### config.mk
export PLATFORM = sky130hd
export DESIGN_NAME = xgmii_tx_framer
export DESIGN_NICKNAME = d
export VERILOG_FILES = /design/src/rtl/xtx_pkg.sv /design/src/rtl/xtx_ctrl_words.sv /design/src/rtl/xtx_byte_rev.sv /design/src/rtl/xtx_seq.sv /design/src/rtl/xgmii_tx_framer.sv
export SDC_FILE = /design/constraint.sdc
export NUM_CORES = 1
export LEC_CHECK = 0
export BUFFER_PORTS_ARGS = -buffer_cell sky130_fd_sc_hd__buf_4
export CAP_MARGIN = 20
export CELL_PAD_IN_SITES_DETAIL_PLACEMENT = 1
export CELL_PAD_IN_SITES_GLOBAL_PLACEMENT = 1
export CORE_AREA = 2 2 90 92
export CTS_CLUSTER_SIZE = 40
export DETAILED_ROUTE_END_ITERATION = 8
export DIE_AREA = 0 0 92 94
export GPL_TIMING_DRIVEN = 0
export PLACE_DENSITY_LB_ADDON = 0.1
export RECOVER_POWER = 100
export SYNTH_ARGS = -nofsm -noshare
export SYNTH_HDL_FRONTEND = slang
export SYNTH_SLANG_ARGS = --single-unit
export TNS_END_PERCENT = 100
### constraint.sdc
create_clock -name clk -period 1.6 [get_ports clk]
set_input_delay 0.24 -clock clk [delete_from_list [all_inputs] [get_ports clk]]
set_output_delay 0.24 -clock clk [all_outputs]
set_load 0.03 [all_outputs]
### src/rtl/xtx_pkg.sv
package xtx_pkg;
  localparam logic [7:0] CH_IDLE  = 8'h07;
  localparam logic [7:0] CH_START = 8'hFB;
  localparam logic [7:0] CH_TERM  = 8'hFD;
  localparam logic [7:0] CH_PRE   = 8'h55;
  localparam logic [7:0] CH_SFD   = 8'hD5;

  typedef enum logic [1:0] {
    ST_IDLE  = 2'd0,
    ST_START = 2'd1,
    ST_DATA  = 2'd2
  } xtx_state_e;
endpackage

### src/rtl/xtx_ctrl_words.sv
module xtx_ctrl_words
  import xtx_pkg::*;
#(
  parameter int LANES = 8
) (
  output logic [LANES*8-1:0] idle_word,
  output logic [LANES*8-1:0] start_word,
  output logic [LANES*8-1:0] term_word
);
  for (genvar l = 0; l < LANES; l++) begin : g_lane
    assign idle_word[l*8 +: 8] = CH_IDLE;
    if (l == 0) begin : g_first
      assign start_word[l*8 +: 8] = CH_START;
      assign term_word[l*8 +: 8]  = CH_TERM;
    end else if (l == LANES-1) begin : g_last
      assign start_word[l*8 +: 8] = CH_SFD;
      assign term_word[l*8 +: 8]  = CH_IDLE;
    end else begin : g_mid
      assign start_word[l*8 +: 8] = CH_PRE;
      assign term_word[l*8 +: 8]  = CH_IDLE;
    end
  end
endmodule

### src/rtl/xtx_byte_rev.sv
module xtx_byte_rev #(
  parameter int LANES = 8
) (
  input  logic [LANES*8-1:0] din,
  output logic [LANES*8-1:0] dout
);
  for (genvar l = 0; l < LANES; l++) begin : g_swap
    assign dout[l*8 +: 8] = din[(LANES-1-l)*8 +: 8];
  end
endmodule

### src/rtl/xtx_seq.sv
module xtx_seq
  import xtx_pkg::*;
#(
  parameter int LANES = 8
) (
  input  logic               clk,
  input  logic               rst,
  input  logic               src_valid,
  input  logic [LANES*8-1:0] payload,
  input  logic [LANES*8-1:0] idle_word,
  input  logic [LANES*8-1:0] start_word,
  input  logic [LANES*8-1:0] term_word,
  output logic               pull,
  output logic [LANES*8-1:0] txd,
  output logic [LANES-1:0]   txc
);
  localparam logic [LANES-1:0] CTL_ALL   = '1;
  localparam logic [LANES-1:0] CTL_NONE  = '0;
  localparam logic [LANES-1:0] CTL_LANE0 = LANES'(1);

  xtx_state_e         state, state_n;
  logic [LANES*8-1:0] txd_n;
  logic [LANES-1:0]   txc_n;
  logic               pull_n;

  always_comb begin
    state_n = ST_IDLE;
    txd_n   = idle_word;
    txc_n   = CTL_ALL;
    pull_n  = 1'b0;
    case (state)
      ST_IDLE: begin
        if (src_valid) begin
          state_n = ST_START;
          txd_n   = start_word;
          txc_n   = CTL_LANE0;
          pull_n  = 1'b1;
        end
      end
      ST_START, ST_DATA: begin
        if (src_valid) begin
          state_n = ST_DATA;
          txd_n   = payload;
          txc_n   = CTL_NONE;
          pull_n  = 1'b1;
        end else begin
          txd_n   = term_word;
        end
      end
      default: ;
    endcase
  end

  always_ff @(posedge clk) begin
    if (rst) begin
      state <= ST_IDLE;
      txd   <= idle_word;
      txc   <= CTL_ALL;
      pull  <= 1'b0;
    end else begin
      state <= state_n;
      txd   <= txd_n;
      txc   <= txc_n;
      pull  <= pull_n;
    end
  end
endmodule

### src/rtl/xgmii_tx_framer.sv
module xgmii_tx_framer #(
  parameter int LANES = 8
) (
  input  logic               clk,
  input  logic               rst,
  input  logic [LANES*8-1:0] src_data,
  input  logic               src_valid,
  output logic               pull,
  output logic [LANES*8-1:0] txd,
  output logic [LANES-1:0]   txc
);
  localparam int DW = LANES * 8;

  logic [DW-1:0] idle_w, start_w, term_w, swapped;

  xtx_ctrl_words #(.LANES(LANES)) u_words (
    .idle_word  (idle_w),
    .start_word (start_w),
    .term_word  (term_w)
  );

  xtx_byte_rev #(.LANES(LANES)) u_rev (
    .din  (src_data),
    .dout (swapped)
  );

  xtx_seq #(.LANES(LANES)) u_seq (
    .clk        (clk),
    .rst        (rst),
    .src_valid  (src_valid),
    .payload    (swapped),
    .idle_word  (idle_w),
    .start_word (start_w),
    .term_word  (term_w),
    .pull       (pull),
    .txd        (txd),
    .txc        (txc)
  );
endmodule

==> summary.txt <==
Critical path
  • CP Launch Type: flop
  • Critical-path maximum fanout: 10
  • Crit-path max cell delay: ~340 ps
  • Endpoint class of the critical path: flop
  • Critical path arrival: between 1500 and 2000 ps
  • Worst reg2reg endpoint: u_seq.txd[49]
  • Critical path required time: ~1800 ps
  • Worst path most repeated cell: clkbuf_4
  • Logic depth of the worst register-to-register path: 6
  • Source of the worst register-to-register timing path: u_seq.state[0]
  • Critical-path top delay cell: dfxtp_1
  • Worst setup path category: flop to flop
  • Count of buffering cells on the critical path with inverters included: 3
  • Kind of cell adding the most delay to the critical path: buffers and inverters
  • CP cell instances: inv_1 > ha_1 > clkbuf_4 > clkbuf_4 > a21oi_1 > o21ai_0
  • Worst R2R Setup Slack: 140 ps

Floorplan
  • Die width: 92 microns
  • Die Y: 94 microns
  • I/O pin cnt: between 100 and 150
  • Area of the placeable core: 7610 sq um
  • Die Outline Area: 8650 sq um
  • Number of cell rows: 32
  • Starting density of the core: 0.284

Finish
  • Layout area overhead: 51.9%
  • Nets@finish: 437
  • Utilization of the core after routing: 0.431
  • Most frequent standard cell in the layout excluding fill and tap cells: buf_4
  • Highest-count cells in the layout ignoring fill and taps: buf_4, clkbuf_1, dfxtp_1
  • Fill cell total of the finished layout: roughly 930
  • ANT cells: 0
  • Share of layout cells above drive strength 1: 0.291

Synth
  • Synthesized area: 2160 sq um
  • Number of library cell types mapped by synthesis: 19
  • Share of synthesized cell area in and, or, nand and nor gates: 0.145
  • Post-synth EDFFs: 0
  • Cells after Synth: about 220
  • Xor and xnor area share after synthesis: 0
  • Fraction of synthesized cell area taken by the top area cell type: 0.640
  • Multiplexer fraction of the synthesized cell area: 0
  • Syn avg cell area: 9.99 sq um
  • Main combinational cell family by area after synthesis: simple AND/OR/NAND/NOR gates
  • Fraction of the yosys area taken by sequential cells: 0.640
  • Yosys warns: 0
  • Share of synthesized flip-flops with an asynchronous set or reset: 0
  • Fraction of the mapped netlist area in adder cells: 0.0174
  • Synthesized flop and latch total: just under 70
  • Cell types with the largest area share after synthesis: dfxtp_1, a21oi_1, o21ai_0, and2_1, nand2_1
  • Net count after synthesis: approximately 290
  • Most common flop cell mapped by yosys: dfxtp_1
  • Biggest area consumer among synthesized cells: dfxtp_1
  • Compound-cell area share of the yosys netlist: 0.134

Power and ir drop
  • Reg power frac: 0.484
  • Net switching power: about 1.1 mW
  • Proportion of power drawn by combinational gates: 0.174
  • VDD IR max: 0.452 mV
  • Clock power frac: 0.342
  • Proportion of total power due to net switching: 0.282
  • Cell area power density: about 1200 nW/um^2
  • Leak pwr: 1.42 nW
  • Tot Pwr: 3.80 mW
  • Pint: about 2.7 mW

Clock network
  • Clock net sink count: 69
  • Number of buffers created by CTS: 9
  • CTS tree: built
  • Maximum clock insertion buffer count: 2
  • H-tree depth: 3
  • Clk slew on worst S/H paths: around 70 ps
  • Clock latency at the later pin of the worst-skew pair: between 300 and 400 ps
  • Clock Tree Root: clkbuf_8

Placed design
  • Placer's final routability congestion estimate: 0.677
  • Post-placement worst setup slack: -31.1 ps
  • Dpl hpwl: between 4 and 5 mm
  • Count of port buffers added during placement: ~140

STA
  • Worst Clk Skew: ~5.4 ps
  • Final period util: 0.914
  • Actual slew at the worst max-slew pin: between 400 and 500 ps
  • Final Hold Violating Endpoints: 0
  • Number of max-slew violations in the final report: 0
  • Relative slew slack: 0.700
  • Setup slack of the critical path after layout: 138 ps
  • Unrepaired setup endpoints after global routing: false
  • Top achievable clock speed: 684 MHz
  • Accumulated negative setup slack: 0 ps
  • Final setup violation count: 0
  • Tightest hold margin: ~95 ps
  • Minimum clock period: 1460 ps

Drt
  • Drt via density: ~4.2
  • Sum of routed wire segments on met1: around 2.6 mm
  • Detailed-route DRC error count: 0
  • Post-Route WL: roughly 6.3 mm
  • Starting DRC count in detailed routing: 34
  • Detailed route wirelength on metal2: 3.02 mm
  • Met3 WL: 573 microns
  • Wire length per cell: between 10 and 15 microns
  • Max layer used: met4
  • First drt pass iteration count: 4
  • Remaining antenna violation count: 0
  • Vias post-DR: 1983

Min path
  • Endpoint with the worst hold slack: u_seq.txd[29]
  • Class of the worst hold path: primary input to flop
  • Number of instances on the worst hold path: 2
  • Hold path startpoint: src_data[37]

Global route
  • Total grt overflow: 0
  • Maximum number of pins on one net before global-route repair: 11
  • Number of global-route vias before repair: a little over 2k
  • Wire length of the first global-routing pass: slightly below 10 mm
  • GRT Total Usage: 0.149
  • Initial antenna violation count: 0

Outcome
  • Run status: complete, no violations

Job
  • Max cap viols: 0
-- power by group through the flow --
stage | Combinational [mW] | Sequential (mW) | Clock, mW
floorplan | 0.205 | 2.07 | 0
global placement | 0.728 | 1.88 | 0
detailed placement | 0.739 | 1.88 | 0
CTS | 0.743 | 1.84 | 1.35
global route | 0.717 | 1.85 | 1.44
finish | 0.662 | 1.84 | 1.30
-- state kept, by name, indices dropped and copies added (netlist names) --
name / count
u_seq.txc: 2
u_seq.pull: 1
u_seq.txd: 64
u_seq.state: 2
-- final cells by class --
| class | count | area [sq um] | area share |
|---|---|---|---|
| plain buffers | 19 | 124 | 0.0378 |
| well taps | 102 | 128 | 0.0389 |
| clock inverters | 1 | 5.00 | 0.00153 |
| multi-input cells | 123 | 653 | 0.199 |
| repair buffers | 140 | 797 | 0.243 |
| flip-flops and latches | 69 | 1380 | 0.421 |
| inverters | 5 | 18.8 | 0.00572 |
| clock buffers | 14 | 173 | 0.0527 |
-- through the flow --
step,area [sq um],std cells
after floorplan,2160,216
after global placement,3330,457
after detailed placement,3330,457
after CTS,3510,472
after global routing,3280,473
final,3280,473
-- synthesized netlist by cell type (2+ instances only) --
cell type  instances
and2_1            20
dfxtp_1           69
a21oi_1           28
nor2_1            18
o21ai_0           28
buf_2              7
ha_1               3
nand2_1           19
clkbuf_1           3
buf_4              8
inv_1              4
o21ai_1            2
-- what timing repair did --
| item | in CTS | in global routing |
|---|---|---|
| resized for setup | 1 | 6 |
| pin swaps | 0 | 1 |
| setup endpoints to repair | 9 | 29 |
| hold buffers | 0 | 0 |
| setup buffers | 0 | 1 |
-- routing by layer --
layer	GRT usage	up-vias
met1	0.171	904
met3	0.0594	7
li1	-	993
met4	0.0746	0
met2	0.243	79
met5	0	-
-- kinds of logic after synthesis --
group | Yosys count
buf+inv | 24
simple gates | 62
compound gates | 58
fa+ha+maj | 3
flops | 69
-- worst max path at each step --
stage                     slack [ps]  depth (start not counted)            from            end
after floorplan                  270                          6  u_seq.state[0]  u_seq.txd[16]
after global placement           -10                          5  u_seq.state[0]  u_seq.txd[17]
after detailed placement         -30                          5  u_seq.state[0]  u_seq.txd[25]
after CTS                         50                          6  u_seq.state[0]  u_seq.txd[42]
after global routing               8                          6  u_seq.state[0]   u_seq.txd[6]
final                            140                          6  u_seq.state[0]  u_seq.txd[49]
Note: power is estimated with default switching activity, not from simulation.
